<file path="config.mk">
export PLATFORM = sky130hd
export DESIGN_NAME = i2c_adc_target
export DESIGN_NICKNAME = d
export VERILOG_FILES = /design/src/rtl/adcif_pkg.sv /design/src/rtl/adcif_filter.sv /design/src/rtl/adcif_events.sv /design/src/rtl/adcif_xfer.sv /design/src/rtl/i2c_adc_target.sv
export SDC_FILE = /design/constraint.sdc
export NUM_CORES = 1
export LEC_CHECK = 0
export BUFFER_PORTS_ARGS = -buffer_cell sky130_fd_sc_hd__clkbuf_2
export CAP_MARGIN = 20
export CORE_MARGIN = 3
export CORE_UTILIZATION = 55
export DETAILED_ROUTE_END_ITERATION = 12
export PLACE_DENSITY = 0.84
export SETUP_SLACK_MARGIN = 0.3
export SYNTH_ARGS = -nofsm -noshare
export SYNTH_HDL_FRONTEND = slang
export SYNTH_HIERARCHICAL = 1
export SYNTH_SLANG_ARGS = --single-unit
</file>
<file path="constraint.sdc">
create_clock -name clk -period 4.34 [get_ports clk]
set_input_delay 0.434 -clock clk [delete_from_list [all_inputs] [get_ports clk]]
set_output_delay 0.434 -clock clk [all_outputs]
set_load 0.1 [all_outputs]
</file>
<file path="src/rtl/adcif_pkg.sv">
package adcif_pkg;
  typedef enum logic [2:0] {
    ST_IDLE,
    ST_ADDR,
    ST_AACK,
    ST_CONV,
    ST_DATA,
    ST_MACK,
    ST_SKIP
  } xfer_st_t;
endpackage

</file>
<file path="src/rtl/adcif_filter.sv">
module adcif_filter #(
  parameter int FILT_FS = 7,
  parameter int FILT_HS = 3
) (
  input  logic clk,
  input  logic rst_n,
  input  logic raw,
  input  logic hs,
  output logic clean
);
  localparam int CW = (FILT_FS > 2) ? $clog2(FILT_FS) : 1;

  logic          s1_q, s2_q;
  logic          out_q, out_d;
  logic [CW-1:0] cnt_q, cnt_d;
  logic [CW-1:0] lim;

  assign lim = hs ? CW'(FILT_HS - 1) : CW'(FILT_FS - 1);

  always_comb begin
    out_d = out_q;
    cnt_d = '0;
    if (s2_q != out_q) begin
      if (cnt_q >= lim) begin
        out_d = s2_q;
      end else begin
        cnt_d = cnt_q + 1'b1;
      end
    end
  end

  always_ff @(posedge clk or negedge rst_n) begin
    if (!rst_n) begin
      s1_q  <= 1'b1;
      s2_q  <= 1'b1;
      out_q <= 1'b1;
      cnt_q <= '0;
    end else begin
      s1_q  <= raw;
      s2_q  <= s1_q;
      out_q <= out_d;
      cnt_q <= cnt_d;
    end
  end

  assign clean = out_q;

  // the cleaned line only moves after at least two agreeing samples
  assert_filter_agree_R10: assert property (@(posedge clk) disable iff (!rst_n)
    (clean != $past(clean)) |-> ($past(s2_q) == clean) && ($past(s2_q, 2) == clean));
endmodule

</file>
<file path="src/rtl/adcif_events.sv">
module adcif_events (
  input  logic clk,
  input  logic rst_n,
  input  logic scl,
  input  logic sda,
  output logic scl_rise,
  output logic scl_fall,
  output logic start_c,
  output logic stop_c
);
  logic scl_q, sda_q;

  always_ff @(posedge clk or negedge rst_n) begin
    if (!rst_n) begin
      scl_q <= 1'b1;
      sda_q <= 1'b1;
    end else begin
      scl_q <= scl;
      sda_q <= sda;
    end
  end

  assign scl_rise = scl & ~scl_q;
  assign scl_fall = ~scl & scl_q;
  assign start_c  = scl & scl_q & sda_q & ~sda;
  assign stop_c   = scl & scl_q & ~sda_q & sda;
endmodule

</file>
<file path="src/rtl/adcif_xfer.sv">
module adcif_xfer
  import adcif_pkg::*;
#(
  parameter int                 STRAP_W = 4,
  parameter logic [6-STRAP_W:0] ADDR_HI = 3'b011,
  parameter int                 RES_W   = 16
) (
  input  logic               clk,
  input  logic               rst_n,
  input  logic               scl_f,
  input  logic               sda_f,
  input  logic               scl_rise,
  input  logic               scl_fall,
  input  logic               start_c,
  input  logic               stop_c,
  input  logic [STRAP_W-1:0] strap,
  input  logic               conv_done,
  input  logic [RES_W-1:0]   conv_data,
  output logic               scl_low,
  output logic               sda_low,
  output logic               conv_req,
  output logic               track_hold,
  output logic               ref_on,
  output logic               hs_mode
);
  localparam int ADDR_W = 7;
  localparam int BYTE_W = 8;
  localparam int NBYTES = RES_W / BYTE_W;
  localparam int BC_W   = $clog2(BYTE_W + 1);
  localparam int BI_W   = (NBYTES > 1) ? $clog2(NBYTES) : 1;
  localparam logic [BC_W-1:0] BC_LASTA = BC_W'(ADDR_W - 1);
  localparam logic [BC_W-1:0] BC_ADDR  = BC_W'(ADDR_W);
  localparam logic [BC_W-1:0] BC_BYTE  = BC_W'(BYTE_W);
  localparam logic [BC_W-1:0] BC_LAST  = BC_W'(BYTE_W - 1);
  localparam logic [BC_W-1:0] BC_TRK   = BC_W'(BYTE_W - 2);
  localparam logic [BI_W-1:0] BI_LAST  = BI_W'(NBYTES - 1);
  localparam logic [4:0]      MCODE    = 5'b00001;

  xfer_st_t             st_q, st_d;
  logic [BC_W-1:0]      bit_q, bit_d;
  logic [BI_W-1:0]      byte_q, byte_d;
  logic [BYTE_W-1:0]    sh_q, sh_d;
  logic [RES_W-1:0]     tx_q, tx_d;
  logic                 match_q, match_d;
  logic                 ack_q, ack_d;
  logic                 track_q, track_d;
  logic                 keep_q, keep_d;
  logic                 hs_q, hs_d;

  always_comb begin
    st_d    = st_q;
    bit_d   = bit_q;
    byte_d  = byte_q;
    sh_d    = sh_q;
    tx_d    = tx_q;
    match_d = match_q;
    ack_d   = ack_q;
    track_d = track_q;
    keep_d  = keep_q;
    hs_d    = hs_q;
    if (stop_c) begin
      st_d    = ST_IDLE;
      track_d = 1'b0;
      keep_d  = 1'b0;
      hs_d    = 1'b0;
    end else if (start_c) begin
      st_d    = ST_ADDR;
      bit_d   = '0;
      match_d = 1'b0;
      track_d = 1'b0;
      keep_d  = 1'b0;
    end else begin
      case (st_q)
        ST_ADDR: begin
          if (scl_rise) begin
            sh_d  = {sh_q[BYTE_W-2:0], sda_f};
            bit_d = bit_q + 1'b1;
            if (bit_q == BC_LASTA) begin
              match_d = ({sh_q[ADDR_W-2:0], sda_f} == {ADDR_HI, strap});
            end
          end else if (scl_fall) begin
            if (bit_q == BC_ADDR && match_q) begin
              track_d = 1'b1;
            end
            if (bit_q == BC_BYTE) begin
              if (match_q) begin
                st_d   = ST_AACK;
                keep_d = sh_q[0];
              end else begin
                st_d = ST_SKIP;
                if (sh_q[BYTE_W-1:3] == MCODE) begin
                  hs_d = 1'b1;
                end
              end
            end
          end
        end
        ST_AACK: begin
          if (scl_fall) begin
            st_d    = ST_CONV;
            track_d = 1'b0;
          end
        end
        ST_CONV: begin
          if (conv_done) begin
            tx_d   = conv_data;
            st_d   = ST_DATA;
            bit_d  = '0;
            byte_d = '0;
          end
        end
        ST_DATA: begin
          if (scl_fall) begin
            tx_d  = {tx_q[RES_W-2:0], 1'b0};
            bit_d = bit_q + 1'b1;
            if (bit_q == BC_TRK && byte_q == BI_LAST) begin
              track_d = 1'b1;
            end
            if (bit_q == BC_LAST) begin
              st_d = ST_MACK;
            end
          end
        end
        ST_MACK: begin
          if (scl_rise) begin
            ack_d = ~sda_f;
          end else if (scl_fall) begin
            if (!ack_q) begin
              st_d    = ST_IDLE;
              track_d = 1'b0;
              keep_d  = 1'b0;
            end else if (byte_q == BI_LAST) begin
              st_d    = ST_CONV;
              track_d = 1'b0;
            end else begin
              st_d   = ST_DATA;
              byte_d = byte_q + 1'b1;
              bit_d  = '0;
            end
          end
        end
        default: begin
        end
      endcase
    end
  end

  always_ff @(posedge clk or negedge rst_n) begin
    if (!rst_n) begin
      st_q    <= ST_IDLE;
      bit_q   <= '0;
      byte_q  <= '0;
      sh_q    <= '0;
      tx_q    <= '0;
      match_q <= 1'b0;
      ack_q   <= 1'b0;
      track_q <= 1'b0;
      keep_q  <= 1'b0;
      hs_q    <= 1'b0;
    end else begin
      st_q    <= st_d;
      bit_q   <= bit_d;
      byte_q  <= byte_d;
      sh_q    <= sh_d;
      tx_q    <= tx_d;
      match_q <= match_d;
      ack_q   <= ack_d;
      track_q <= track_d;
      keep_q  <= keep_d;
      hs_q    <= hs_d;
    end
  end

  assign scl_low    = (st_q == ST_CONV);
  assign conv_req   = (st_q == ST_CONV);
  assign sda_low    = (st_q == ST_AACK) | ((st_q == ST_DATA) & ~tx_q[RES_W-1]);
  assign track_hold = track_q;
  assign ref_on     = keep_q | track_q | conv_req;
  assign hs_mode    = hs_q;

  // data line only moves while the clock is low
  assert_sda_moves_low_R11: assert property (@(posedge clk) disable iff (!rst_n)
    (sda_low != $past(sda_low)) |-> !scl_f);

  // no tracking while the clock is stretched
  assert_hold_in_stretch_R4: assert property (@(posedge clk) disable iff (!rst_n)
    scl_low |-> !track_hold);

  // each conversion request follows an acquisition window
  assert_acq_before_conv_R3: assert property (@(posedge clk) disable iff (!rst_n)
    $rose(conv_req) |-> $past(track_hold));

  // request withdrawn only after the core answered
  assert_release_on_done_R4: assert property (@(posedge clk) disable iff (!rst_n)
    $fell(conv_req) |-> $past(conv_done));

  // fast filter mode ends at STOP
  assert_hs_ends_at_stop_R10: assert property (@(posedge clk) disable iff (!rst_n)
    stop_c |=> !hs_mode);
endmodule

</file>
<file path="src/rtl/i2c_adc_target.sv">
module i2c_adc_target #(
  parameter logic [2:0] ADDR_HI = 3'b011,
  parameter int         FILT_FS = 7,
  parameter int         FILT_HS = 3,
  parameter int         RES_W   = 16
) (
  input  logic             clk,
  input  logic             rst_n,
  input  logic             scl_in,
  input  logic             sda_in,
  input  logic [3:0]       addr_strap,
  input  logic             conv_done,
  input  logic [RES_W-1:0] conv_data,
  output logic             scl_low,
  output logic             sda_low,
  output logic             conv_req,
  output logic             track_hold,
  output logic             ref_on
);
  localparam int NLINES = 2;

  logic              rst_meta, rst_sync_n;
  logic [NLINES-1:0] raw_v, clean_v;
  logic              hs_mode;
  logic              scl_rise, scl_fall, start_c, stop_c;

  always_ff @(posedge clk or negedge rst_n) begin
    if (!rst_n) begin
      rst_meta   <= 1'b0;
      rst_sync_n <= 1'b0;
    end else begin
      rst_meta   <= 1'b1;
      rst_sync_n <= rst_meta;
    end
  end

  assign raw_v = {sda_in, scl_in};

  for (genvar g = 0; g < NLINES; g++) begin : g_filt
    adcif_filter #(
      .FILT_FS(FILT_FS),
      .FILT_HS(FILT_HS)
    ) u_filt (
      .clk  (clk),
      .rst_n(rst_sync_n),
      .raw  (raw_v[g]),
      .hs   (hs_mode),
      .clean(clean_v[g])
    );
  end

  adcif_events u_events (
    .clk     (clk),
    .rst_n   (rst_sync_n),
    .scl     (clean_v[0]),
    .sda     (clean_v[1]),
    .scl_rise(scl_rise),
    .scl_fall(scl_fall),
    .start_c (start_c),
    .stop_c  (stop_c)
  );

  adcif_xfer #(
    .STRAP_W(4),
    .ADDR_HI(ADDR_HI),
    .RES_W  (RES_W)
  ) u_xfer (
    .clk       (clk),
    .rst_n     (rst_sync_n),
    .scl_f     (clean_v[0]),
    .sda_f     (clean_v[1]),
    .scl_rise  (scl_rise),
    .scl_fall  (scl_fall),
    .start_c   (start_c),
    .stop_c    (stop_c),
    .strap     (addr_strap),
    .conv_done (conv_done),
    .conv_data (conv_data),
    .scl_low   (scl_low),
    .sda_low   (sda_low),
    .conv_req  (conv_req),
    .track_hold(track_hold),
    .ref_on    (ref_on),
    .hs_mode   (hs_mode)
  );
endmodule

</file>
## Word level (Yosys, flattened, before mapping)

Index checks and enable logic that the tools add are counted.
W data, S select, Z words.

- Output and inout port bits: 5
- Bits in registers: 53
- Logic and storage cells: 187
- Bits of input ports: 25

- $lt $le $gt $ge: 2
- Add/sub/neg operators: 4
- Eq/ne operators: 41
- Reduce and logical (&&, ||, !) cells: 27
- Bitwise operators: 18
- Multiplexer cells: 73

Operators with widths:

| operator | count |
|---|---|
| $mux W3 | 19 |
| $mux W1 | 38 |
| $mux W16 | 2 |
| $mux W4 | 8 |
| $ne A4 B4 Y1 const B | 8 |
| $pmux W16 S2 | 1 |
| $ne A4 B3 Y1 const B | 5 |
| $reduce_and A10 Y1 | 2 |
| $ne A3 B3 Y1 const B | 6 |
| $reduce_bool A2 Y1 | 9 |
| $pmux W4 S4 | 1 |
| $pmux W3 S5 | 1 |
| $reduce_and A7 Y1 | 2 |
| $reduce_and A4 Y1 | 3 |
| $ne A2 B2 Y1 const B | 5 |
| $reduce_and A9 Y1 | 1 |
| $and A1 B1 Y1 | 8 |
| $eq A4 B3 Y1 const B | 2 |
| $reduce_and A8 Y1 | 1 |
| $eq A7 B6 Y1 | 1 |
| $not A1 Y1 | 7 |
| $reduce_bool A7 Y1 | 1 |
| $add A3 B1 Y3 const B | 2 |
| $eq A3 B2 Y1 const B | 2 |
| other kinds (20) | 30 |

## Longest topological paths before layout

- Depth after elaboration: 9
- Depth in mapped cells: 8

## Modules after synthesis

Netlist, hierarchy kept.

Modules (own cells, without submodules):

| module | instances | seq. area each (um^2) | area an instance (um^2) | cells an instance |
|---|---|---|---|---|
| adcif_xfer | 1 | 925.9 | 2149.6 | 225 |
| adcif_filter | 2 | 153.9 | 267.8 | 20 |
| adcif_events | 1 | 52.6 | 85.1 | 6 |
| i2c_adc_target | 1 | 50.0 | 53.8 | 3 |

## Least setup slack after synthesis

No wires, ideal clock.

- Path kind: flip-flop to output port
- From: register u_xfer.st_q[1]
- To: output port sda_low
- Data arrival time: 2.158 ns
- Data required time: 3.906 ns
- Slack: 1.748 ns
- Path buffers: 1
- Stages on the path, launching flop included: 6
- Path through: dfrtp_1 > buf_4 > nand2b_2 > nor2_1 > a21oi_1 > nor2_1

- Cells in the longest elaborated chain, start to end: 3

RTL lines:

| element | line | text |
|---|---|---|
| start: declaration | adcif_xfer.sv:39 | `xfer_st_t st_q, st_d;` |
| start signal: assignment | adcif_xfer.sv:161 | `st_q <= st_d;` |
| $eq A3 B3 Y1 | adcif_xfer.sv:176 | `assign sda_low = (st_q == ST_AACK) \| ((st_q == ST_DATA) & ~tx_q[RES_W-1]);` |
| $and A1 B1 Y1 | adcif_xfer.sv:176 |  |
| $or A1 B1 Y1 * | adcif_xfer.sv:176 |  |
| end: declaration | i2c_adc_target.sv:15 | `output logic sda_low,` |

Every way passes the cells marked *; elsewhere a longest branch is shown, timed or not.

## Worst setup path after layout

- From: register g_filt[1].u_filt.out_q
- To: register u_xfer.tx_q[14]

- Cells in the longest elaborated chain, start to end: 4

RTL lines:

| element | line | text |
|---|---|---|
| start: declaration | adcif_filter.sv:14 | `logic out_q, out_d;` |
| start signal: assignment | adcif_filter.sv:41 | `out_q <= out_d;` |
| $not A1 Y1 | adcif_events.sv:25 | `assign start_c = scl & scl_q & sda_q & ~sda;` |
| $and A1 B1 Y1 | adcif_events.sv:25 |  |
| via start_c | i2c_adc_target.sv:25 | `logic scl_rise, scl_fall, start_c, stop_c;` |
| $not A1 Y1 (no source line) | -- |  |
| $reduce_and A5 Y1 (no source line) | -- |  |
| end signal: assignment | adcif_xfer.sv:165 | `tx_q <= tx_d;` |
| end: declaration | adcif_xfer.sv:43 | `logic [RES_W-1:0] tx_q, tx_d;` |

The timed path passes the listed nets, and every way through them passes these cells.
A chain may end at the register's enable or synchronous reset.

==> results.yml <==
status:
  status: "finished clean"
floorplan:
  die_h_um: 77.7
  rows: 25
  dieWidth_um: 77.7
  die_area_sq_mm: 0.00603
  core_area_sq_mm: 0.00485
  initial_core_util_pct: 58.2
  num_io_pins: 30
clock_tree:
  clk_pin_slew_ns: 0.10
  cts_made_buffers: 5
  clock-sinks: 53
  cts-root-buf: "clkbuf_8"
  clock_path_buffers: 2
  cts_tree: "done"
  clock_latency_ns: 0.30
  ctsResizeCount: 0
  h-tree-depth: 2
critical_path:
  cp_data_required_time_ns: 4.49
  start_kind: "register"
  slowest_delay_ns: 0.63
  timing.rr.start: "g_filt[1].u_filt/clean"
  crit_path_frequent_cell: "nand2_1"
  slowest_stage: "dfstp_2"
  worstPathCellList: "and4b_1 > nor2_1 > nand2_1 > nand2_1 > o21ai_0"
  worstSetupPathType: "register to register"
  worst_ep_arrival_time_ns: 2.62
  cp_max_fo: 32
  cp-end-kind: "register"
  startpoint: "g_filt[1].u_filt/clean"
synth:
  seq_area_frac_synth_pct: 47.3
  netlist.area_leader.share_pct: 39.9
  syn_avg_cell_area_sq_um: 10.3
  synth_enable_flop_cells: 0
  syn_nets: 309
  synth_area_sq_mm: 0.00282
  asyncSetResetFlopFracSynth_pct: 100
  yosysTopAreaCell: "dfrtp_1"
  yosysWarningCount: 6
  synth_ff_type: "dfrtp_1"
  ys_ff_latch: 53
  synth.top_cells.by_area: "dfrtp_1 (40%), dfstp_2 (7.4%), mux2i_1 (6.0%)"
  yosysUniqueCellTypes: 54
  netlist_instances: 274
place:
  dp_slack_ns: 1.89
  portBuffers: 29
  gp_routability_congestion: 0.905
  dp_hpwl_um: 3900
  dp_cells: 358
sta:
  layout_setup_ws_ns: 1.88
  period_needed_ns: 2.46
  final-hold-violation-count: 0
  setup_viol: 0
  slew_violations: 0
  fin_crit_sh_pct: 56.8
  fin_skew_ns: 0.00492
  slew_headroom_pct: 47.8
  rsz0062_at_grt: "no"
  setup_tns_ns: 0
  worstMarginPinSlew_ns: 0.782
  max_freq_mhz: 406
route:
  dr.max_layer_used: "met4"
  vias_per_cell: 5.76
  wl_met3_um: 339
  drc_errors: 0
  met2_wirelength_um: 2550
  wirelength_um: 5440
  first_pass_iters: 4
  antenna_left: 0
  wl_per_cell_um: 14.8
  m1WireLength_um: 2480
  drt-initial-drc-count: 269
  vias: 2121
final_layout:
  instances_no_fill: 368
  syn2layout_area_growth_pct: 10.5
  drive_gt1_share_pct: 21.9
  nets: 335
  diodes: 0
  num-fill-cells: 377
pwr:
  pwr-share-comb_pct: 42.4
  switching_power_mw: 0.881
  power_mw: 2.02
  p_leak_nw: 1.40
  vdd_ir_drop_max_v: 0.000442
  p_clk_share_pct: 14.6
  sw_frac_of_total_pct: 43.6
  p_seq_share_pct: 43.0
  internal_power_mw: 1.14
  power.density_mw_per_mm2: 648
job:
  cap_violations: 0
global_route:
  grt_overflow: 0
  antenna_found_initial: 0
  grt_pass1_vias: 2031
  grt_pass1_wl_um: 9320
  grt_max_degree: 52
  grt_usage_pct: 19.2
worst_hold_path:
  min_from: "scl_in"
  hp-class: "primary input to register"
layout by cell type (no fill, tap or decap), types with 2 or more instances in the layout:
cell	Yosys	final
dfrtp_1	45	44
o21ai_0	29	29
clkbuf_2	0	29
nand2_1	23	23
mux2i_1	17	17
inv_1	13	13
ha_1	10	10
nand3_1	10	10
nor2_1	9	9
a21oi_1	9	9
xnor2_1	8	8
dfstp_2	8	8
nor2b_1	8	8
mux2_2	8	8
clkbuf_8	0	6
nor4_1	5	5
nor3_1	5	5
a31oi_1	4	4
nor3b_1	5	4
nand2b_1	3	3
o21a_1	2	2
nor4_2	2	2
o32ai_1	2	2
and4b_1	2	2
and3b_1	2	2
or4_1	2	2
and2_1	2	2
a311oi_1	2	2
a221o_1	2	2
o22ai_1	2	2
Yosys cell counts (2+ instances only):
cell,instances
dfrtp_1,45
o21ai_0,29
nand2_1,23
mux2i_1,17
inv_1,13
ha_1,10
nand3_1,10
a21oi_1,9
nor2_1,9
buf_2,8
dfstp_2,8
mux2_2,8
nor2b_1,8
xnor2_1,8
nor3_1,5
nor3b_1,5
nor4_1,5
a31oi_1,4
nand2b_1,3
a221o_1,2
a311oi_1,2
and2_1,2
and3b_1,2
and4b_1,2
buf_4,2
clkbuf_1,2
nor4_2,2
o21a_1,2
o22ai_1,2
o32ai_1,2
or4_1,2
metrics by stage:
step | cell area [sq um] | hold slack, ns | util, %
finish | 3120 | 0.202 | 64.4
CTS | 3100 | 0.191 | 64.0
global route | 3120 | 0.176 | 64.4
detailed placement | 2990 | 0.221 | 61.7
global placement | 2990 | 0.221 | 61.7
floorplan | 2820 | 0.138 | -
kinds of logic after synthesis:
| group | Yosys count | share of synthesized area (%) |
|---|---|---|
| buffers and inverters | 26 | 4.34 |
| muxes | 25 | 9.22 |
| and+or+nand+nor | 87 | 17.2 |
| AOI/OAI and AO/OA | 63 | 14.5 |
| adders and majority gates | 10 | 4.43 |
| other | 1 | 0.133 |
| xor gates and xnor gates | 9 | 2.79 |
| DFF | 53 | 47.3 |
critical path: cells and delay by family, from the launching register on:
kind | cells | cell delay [ns]
simple gates | 4 | 1.56
flops | 1 | 0.63
compound gates | 1 | 0.12
flip-flops by register name, summed over array words and instances (netlist names), 2 cells and up:
signal	flops
u_xfer/tx_q	16
u_xfer/sh_q	8
g_filt.u_filt/cnt_q	6
u_xfer/bit_q	4
u_xfer/st_q	3
g_filt.u_filt/clean	2
g_filt.u_filt/s1_q	2
g_filt.u_filt/s2_q	2
per-layer routing:
metal,vias up,GRT usage [%]
met4,0,6.05
met2,75,29.5
met5,-,0
met3,9,4.52
met1,994,26.9
li1,1043,-
area by class of cell:
type	instances	area, sq um	area share [%]
clock inverters	2	16.3	0.521
well taps	67	83.8	2.69
clock buffers	6	82.6	2.65
multi-input cells	195	1370	43.9
repair buffers	32	183	5.85
inverters	13	48.8	1.56
flip-flops and latches	53	1340	42.8
power groups by stage:
stage,Combinational [mW],Clock [mW],Sequential [mW]
floorplan,0.726,0,0.830
global placement,0.817,0,0.866
detailed placement,0.846,0,0.881
CTS,0.847,0.304,0.870
global route,0.952,0.325,0.898
finish,0.858,0.295,0.870
path summary, 6_finish.rpt:
| path | cells past startpoint | slack [ns] | to |
|---|---|---|---|
| worst max-delay path | 5 | 1.88 | u_xfer/tx_q[14] |
| worst min-delay path | 1 | 0.20 | g_filt[0].u_filt/s1_q |
| worst max register to register | 5 | 1.88 | u_xfer/tx_q[14] |
| worst min register to register | 0 | 0.24 | u_xfer/tx_q[5] |
| max in group asynchronous | 1 | 3.50 | g_filt[1].u_filt/s2_q |
| min in group asynchronous | 0 | 0.24 | u_xfer/tx_q[5] |
what timing repair did:
item	in CTS	in global routing
setup buffers	0	0
hold buffers	1	0
hold endpoints to repair	2	0
endpoints found under the setup margin	0	0
No activity file was read; power rests on OpenSTA's default activity.
